===== config.mk =====
export PLATFORM = sky130hd
export DESIGN_NAME = voq_order_list
export DESIGN_NICKNAME = d
export VERILOG_FILES = /design/src/rtl/voq_order_list.sv
export SDC_FILE = /design/constraint.sdc
export NUM_CORES = 1
export LEC_CHECK = 0
export BUFFER_PORTS_ARGS = -buffer_cell sky130_fd_sc_hd__clkbuf_2
export CORE_MARGIN = 2
export CORE_UTILIZATION = 63
export DETAILED_ROUTE_END_ITERATION = 10
export PLACE_DENSITY_LB_ADDON = 0.08
export REMOVE_ABC_BUFFERS = 1
export SLEW_MARGIN = 20
export SYNTH_ARGS = -nofsm -noshare
export SYNTH_HDL_FRONTEND = slang
export SYNTH_SLANG_ARGS = --single-unit

===== constraint.sdc =====
create_clock -name clk -period 8.1 [get_ports clk]
set_input_delay 0.405 -clock clk [delete_from_list [all_inputs] [get_ports clk]]
set_output_delay 0.405 -clock clk [all_outputs]
set_load 0.1 [all_outputs]

===== src/rtl/voq_order_list.sv =====
module voq_order_list #(
  parameter int N     = 4,
  parameter int DEPTH = 4,
  parameter int TS_W  = 8,
  parameter int DW    = 16,
  localparam int IW   = (N > 1) ? $clog2(N) : 1,
  localparam int LW   = $clog2(N + 1),
  localparam int PW   = (DEPTH > 1) ? $clog2(DEPTH) : 1,
  localparam int CW   = $clog2(DEPTH + 1)
) (
  input  logic            clk,
  input  logic            rst_n,
  input  logic            arr_valid,
  input  logic [IW-1:0]   arr_dest,
  input  logic [TS_W-1:0] arr_ts,
  input  logic            deq_valid,
  input  logic [IW-1:0]   deq_dest,
  input  logic [N-1:0]    head_ok,
  output logic [N*TS_W-1:0] head_ts,
  output logic [N*IW-1:0] order,
  output logic [LW-1:0]   order_count,
  output logic [N-1:0]    active,
  output logic [DW-1:0]   drop_count
);

  logic [TS_W-1:0] mem [N][DEPTH];
  logic [PW-1:0]   rd_p [N];
  logic [PW-1:0]   wr_p [N];
  logic [CW-1:0]   cnt [N];
  logic [IW-1:0]   ord [N];
  logic [IW-1:0]   tmp [N];
  logic [IW-1:0]   nord [N];
  logic [LW-1:0]   len, tlen, nlen;
  logic [IW-1:0]   rpos;
  logic            rhit;
  logic [N-1:0]    full_q, nonempty;

  function automatic logic [PW-1:0] nextp(input logic [PW-1:0] p);
    return (p == PW'(DEPTH - 1)) ? '0 : p + 1'b1;
  endfunction

  for (genvar v = 0; v < N; v++) begin : g_q
    assign full_q[v]   = (cnt[v] == CW'(DEPTH));
    assign nonempty[v] = (cnt[v] != '0);
    assign head_ts[v*TS_W +: TS_W] = mem[v][rd_p[v]];
    assign order[v*IW +: IW] = ord[v];
  end

  assign active      = nonempty & head_ok;
  assign order_count = len;

  wire acc = arr_valid && !full_q[arr_dest];
  wire dok = deq_valid && nonempty[deq_dest];
  wire emp = dok && (cnt[deq_dest] == CW'(1));
  wire ins = acc && (!nonempty[arr_dest] || (emp && deq_dest == arr_dest));

  always_comb begin
    rpos = '0;
    rhit = 1'b0;
    for (int i = 0; i < N; i++)
      if (!rhit && LW'(i) < len && ord[i] == deq_dest) begin
        rpos = IW'(i);
        rhit = 1'b1;
      end
    tmp  = ord;
    tlen = len;
    if (emp) begin
      for (int i = 0; i < N - 1; i++)
        if (IW'(i) >= rpos) tmp[i] = ord[i+1];
      tmp[N-1] = '0;
      tlen = len - 1'b1;
    end
    nord = tmp;
    nlen = tlen;
    if (ins) begin
      nord[0] = arr_dest;
      for (int i = 1; i < N; i++) nord[i] = tmp[i-1];
      nlen = tlen + 1'b1;
    end
  end

  always_ff @(posedge clk)
    for (int v = 0; v < N; v++)
      if (acc && arr_dest == IW'(v)) mem[v][wr_p[v]] <= arr_ts;

  always_ff @(posedge clk or negedge rst_n) begin
    if (!rst_n) begin
      for (int v = 0; v < N; v++) begin
        cnt[v]  <= '0;
        rd_p[v] <= '0;
        wr_p[v] <= '0;
        ord[v]  <= '0;
      end
      len        <= '0;
      drop_count <= '0;
    end else begin
      for (int v = 0; v < N; v++) begin
        if (acc && arr_dest == IW'(v)) wr_p[v] <= nextp(wr_p[v]);
        if (dok && deq_dest == IW'(v)) rd_p[v] <= nextp(rd_p[v]);
        cnt[v] <= cnt[v] + CW'(acc && arr_dest == IW'(v)) - CW'(dok && deq_dest == IW'(v));
        ord[v] <= nord[v];
      end
      len <= nlen;
      if (arr_valid && !acc) drop_count <= drop_count + 1'b1;
    end
  end

endmodule


# Word level (Yosys, flattened, before mapping)
# Memory sizes are Yosys's and may differ from the RTL's.
# Cells that the tools add are included.
dict set report totals {
  output_inout_bits 63
  mem_count 1
  ff_bits 55
  ram_bits 128
  mem_bits_ro 0
  elab_cells 203
  latch_bits 0
}
dict set report op_classes {
  n_mul 0
  shifts 0
  addsub 19
  n_div 0
  n_lt_le_gt_ge 22
  n_eq_ne 24
  n_mux 67
  bitwise_logic 10
  n_reduce_logical 42
}
# memory depth width read_ports rd_ports_with_merged_regs wr line_no
set memory_table {}
lappend memory_table {mem 4 32 4 0 1 26} ;# logic [TS_W-1:0] mem [N][DEPTH];
# operator count
set op_table {}
lappend op_table {{$mux W32} 10}
lappend op_table {{$mux W8} 14}
lappend op_table {{$reduce_or A32 Y1} 3}
lappend op_table {{$bmux W8 S2} 4}
lappend op_table {{$demux W8 S2} 4}
lappend op_table {{$mux W2} 16}
lappend op_table {{$ge A3 B3 Y1 const B} 9}
lappend op_table {{$not A2 Y3} 9}
lappend op_table {{$logic_and A1 B1 Y1} 25}
lappend op_table {{$eq A2 B2 Y1 const B} 12}
lappend op_table {{$add A16 B1 Y16 const B} 1}
lappend op_table {{$add A2 B1 Y2 const B} 8}
lappend op_table {{$add A3 B1 Y3} 4}
lappend op_table {{$eq A3 B3 Y1 const B} 4}
lappend op_table {{$lt A3 B1 Y1 const B} 4}
lappend op_table {{$mux W3} 4}
lappend op_table {{$reduce_bool A3 Y1} 4}
lappend op_table {{$sub A3 B1 Y3} 4}
lappend op_table {{$mux W1} 11}
lappend op_table {{$eq A2 B2 Y1} 5}
lappend op_table {{$bmux W1 S2} 3}
lappend op_table {{$bmux W3 S2} 1}
lappend op_table {{$logic_not A1 Y1} 6}
lappend op_table {{$lt A1 B3 Y1 const A} 2}
lappend op_table {{12 further kinds} 17}

# Longest topological paths before layout
dict set report logic_depth {
  word_depth 19
  depth_mapped 15
  depth_no_buf 13
}

# Worst setup path after synthesis
# OpenSTA, ideal clock, no wires.
dict set report synth_timing {
  kind {input -> register}
  from {input port arr_dest[0]}
  to {register cnt[11] in the netlist's numbering}
  slack_ns 5.281
  n_path_buf 2
  t_required_ns 7.975
  setup_ns 0.125
  arrival_ns 2.694
  path_stages 13
  cell_sequence {buf_4 nor4b_2 a22oi_4 nand3_4 or3_1 buf_2 ha_1 inv_1 ha_1 inv_1 fa_1 xnor2_1 xnor2_1}
}
dict set report synth_between {
  elab_chain_cells 7
  elab_cells_between_ends 8
}
# item line_no
set synth_lines {}
lappend synth_lines {{start: declaration} 14} ;# input logic [IW-1:0] arr_dest,
lappend synth_lines {{$bmux W1 S2} 52} ;# wire acc = arr_valid && !full_q[arr_dest];
lappend synth_lines {{$mux W1 (not written as such)} 52}
lappend synth_lines {{$logic_not A1 Y1} 52}
lappend synth_lines {{$logic_and A1 B1 Y1} 52}
lappend synth_lines {{$logic_and A1 B1 Y1 (*)} 100} ;# cnt[v] <= cnt[v] + CW'(acc && arr_dest == IW'(v)) - CW'(dok && deq_dest == IW'(v));
lappend synth_lines {{$add A3 B1 Y3 (*)} 100}
lappend synth_lines {{$sub A3 B1 Y3 (*)} 100}
lappend synth_lines {{end signal: indexed assignment} 100}
lappend synth_lines {{end: declaration} 29} ;# logic [CW-1:0] cnt [N];
# Mark *: on every way between the ends. The rest lies on a longest branch, timed or not. The select of a mux whose other input is x is not followed.
# A chain may end at the register's enable or synchronous reset.

# Worst setup path in the final report
dict set report layout_timing {
  from {register cnt[1] in the netlist's numbering}
  to {register cnt[11] in the netlist's numbering}
}
dict set report layout_between {
  elab_chain_cells 8
  elab_cells_between_ends 13
}
# item line_no
set layout_lines {}
lappend layout_lines {{$eq A3 B3 Y1} 43} ;# assign full_q[v] = (cnt[v] == CW'(DEPTH));
lappend layout_lines {{$bmux W1 S2} 52}
lappend layout_lines {{$mux W1 (not written as such)} 52}
lappend layout_lines {{$logic_not A1 Y1} 52}
lappend layout_lines {{$logic_and A1 B1 Y1} 52}
lappend layout_lines {{$logic_and A1 B1 Y1} 100}
lappend layout_lines {{$add A3 B1 Y3} 100}
lappend layout_lines {{$sub A3 B1 Y3 (*)} 100}
# Marks and branches as above.

==> impl_metrics.csv <==
group,metric,value,unit
critical_path,crit-reg2reg-capture,"cnt[11]$_DFF_PN0_",
clocking,hold_buffers,0,
timing,final-max-slew-violation-count,0,
detailed_routing,post-route-drc-count,0,
floorplan,rows,41,
placed_design,dp_hpwl,9829,µm
layout,synthToLayoutAreaGrowth,13.15,%
floorplan,die-height,118.0,µm
critical_path,end_kind,"register",
logic_synthesis,synthDistinctLibCells,60,
clocking,clk_pin_slew,70,ps
clocking,root_buffer,"clkbuf_16",
timing,setup_viol,0,
clocking,cts_inserted_buffers,17,
logic_synthesis,synth_top_family_by_area,"multiplexers",
logic_synthesis,synth_edf_count,128,
timing,period_minus_slack,2982,ps
clocking,clock_path_buffers,2,
clocking,clk_latency,420,ps
logic_synthesis,syn_avg_cell_area,16.45,µm²
floorplan,initial_utilization,0.6465,
floorplan,die-area,0.01393,mm²
critical_path,crit_required,8410,ps
clocking,cts_tree,"yes",
timing,fin_crit_sh,0.3681,
critical_path,reg2reg_from,"cnt[1]$_DFF_PN0_",
floorplan,coreArea,0.01267,mm²
logic_synthesis,yosysMostFrequentCell,"edfxtp_1",
critical_path,cp.arrival,3290,ps
layout,fin_area,0.009269,mm²
placed_design,post_dp_cell_area,0.008722,mm²
status,outcome,"finished clean",
critical_path,reg2reg_depth,11,
global_route,antenna_found_initial,0,
floorplan,num_io_pins,83,
placed_design,gp_congestion,0.8227,
logic_synthesis,synth_commonest_cells,"edfxtp_1, dfrtp_1, mux4_2",
timing,worst_slew_pin_slew,869.9,ps
critical_path,r2r_slack,5120,ps
logic_synthesis,synth_compound_area_frac,0.04307,
timing,rsz0062_at_grt,"false",
timing,fmax,335.4,MHz
clocking,ctsResizeCount,0,
layout,drive_gt1_frac,0.3037,
global_route,grt_overflow,0,
global_route,grt_max_degree,56,
logic_synthesis,synthArstFlopShare,0.3005,
detailed_routing,wl_per_cell,19.48,µm
timing,hold_violations,0,
global_route,grt_first_pass_wirelength,24380,µm
logic_synthesis,syn_area,0.008192,mm²
critical_path,path_max_fanout,8,
logic_synthesis,ys.flop_type,"edfxtp_1",
logic_synthesis,yosysTopAreaCellShare,0.4692,
layout,antenna_cells,0,
global_route,track_usage,0.2344,
clocking,cts_sinks,183,
logic_synthesis,synth_seq_cells,183,
detailed_routing,ant_nets,0,
placed_design,portBuffers,82,
detailed_routing,drt_iter0_markers,334,
logic_synthesis,yosys.area_share.simple,0.07423,
critical_path,startpoint_type,"register",
logic_synthesis,ys_warn_count,0,
timing,setup_tns,0,ps
timing,slew_headroom,0.4162,
global_route,first_global_vias,4578,
logic_synthesis,synth.area.mux_share,0.1182,
run,maxCapViolations,0,
timing,finalClockSkew,7.214,ps
detailed_routing,vias,4468,
clocking,h-tree-depth,4,
logic_synthesis,synthCells,498,
logic_synthesis,synthTopCellsByArea,"edfxtp_1, dfrtp_1, mux4_2, ha_1, xnor2_1",
logic_synthesis,synth_xor_area_frac,0.04048,
clocking,cts_setup_buffers,0,
logic_synthesis,yosysTopAreaCell,"edfxtp_1",
logic_synthesis,synthAdderAreaFrac,0.05865,
detailed_routing,viasPerCell,5.818,
detailed_routing,routed_wl,14960,µm
layout,nets,639,
hold_path,hp-class,"in2async",
detailed_routing,drt-pass1-iter-count,4,
floorplan,die_x,118.0,µm
critical_path,critical_path_class,"reg2reg",
logic_synthesis,yosysSeqAreaShare,0.6372,
cell families after synthesis:
logic type      Yosys count
flops                   183
compound gates           38
xor+xnor                 37
fa+ha+maj                36
buf+inv                  51
mux                      51
simple gates            102
cell usage in the layout (no fill, tap or decap), types with 4 or more instances in the layout:
| cell type | n |
|---|---|
| xor2_1 | 6 |
| nand2_1 | 18 |
| mux4_2 | 35 |
| o21ai_0 | 7 |
| xnor2_1 | 30 |
| dfrtp_1 | 55 |
| nand4_1 | 5 |
| clkbuf_16 | 18 |
| clkbuf_1 | 4 |
| a21oi_1 | 4 |
| clkbuf_2 | 82 |
| and2_1 | 16 |
| nor3_2 | 5 |
| ha_1 | 32 |
| edfxtp_1 | 128 |
| nor3_1 | 5 |
| fa_1 | 4 |
| inv_1 | 33 |
| and3_1 | 4 |
| mux2_2 | 10 |
| nand3_1 | 8 |
| nor2_1 | 21 |
metal layers:
metal,track usage,wire [µm],vias up
met5,0,0,-
met4,0.07530,157,0
met3,0.06541,741,11
met2,0.3841,7723,131
met1,0.3072,6341,2298
li1,-,-,2028
worst max-delay path by stage:
stage | startpoint | to | slack (ps) | cells after the start
2_1_floorplan | arr_dest[0] | cnt[11]$_DFF_PN0_ | 5380 | 11
3_3_place_gp | arr_dest[0] | cnt[5]$_DFF_PN0_ | 5040 | 13
3_5_place_dp | arr_dest[0] | cnt[5]$_DFF_PN0_ | 4900 | 13
4_1_cts | cnt[1]$_DFF_PN0_ | cnt[5]$_DFF_PN0_ | 5130 | 12
5_1_grt | cnt[1]$_DFF_PN0_ | cnt[5]$_DFF_PN0_ | 4910 | 12
6_report | cnt[1]$_DFF_PN0_ | cnt[11]$_DFF_PN0_ | 5120 | 11
flip-flops by register name, indices dropped and copies added, names as in the netlist:
name and cells:
drop_count 16, wr_p 8, mem 128, order_count 3, order 8, cnt 12, rd_p 8
per-stage QoR:
stage,setup slack (ps),hold slack (ps),std cells,utilization
after global routing,4907,147.0,768,0.7315
after CTS,5127,121.6,768,0.7315
after detailed placement,4903,483.6,736,0.6884
final,5118,101.1,768,0.7315
after global placement,5039,458.9,736,0.6884
after floorplan,5380,109.4,481,-
critical path, stage by stage (launching register included):
cell and delay (ps):
dfrtp_1 470, nor4bb_1 100, a22oi_2 390, nand3_4 170
or3_1 510, ha_1 330, inv_1 60, ha_1 130
inv_1 50, fa_1 380, xnor2_1 150, xnor2_1 130
cell type report:
| cell class | instances | area, µm² |
|---|---|---|
| clock inverter | 9 | 67.56 |
| inverter | 34 | 127.6 |
| tap | 172 | 215.2 |
| fill | 805 | 3402 |
| timing repair buffer | 83 | 417.9 |
| sequential | 183 | 5220 |
| multi-input combinational | 264 | 2741 |
| clock buffer | 23 | 479.2 |
Power is not shown: default switching activity piles up to over one toggle a cycle in this logic, so the estimate is an artifact.
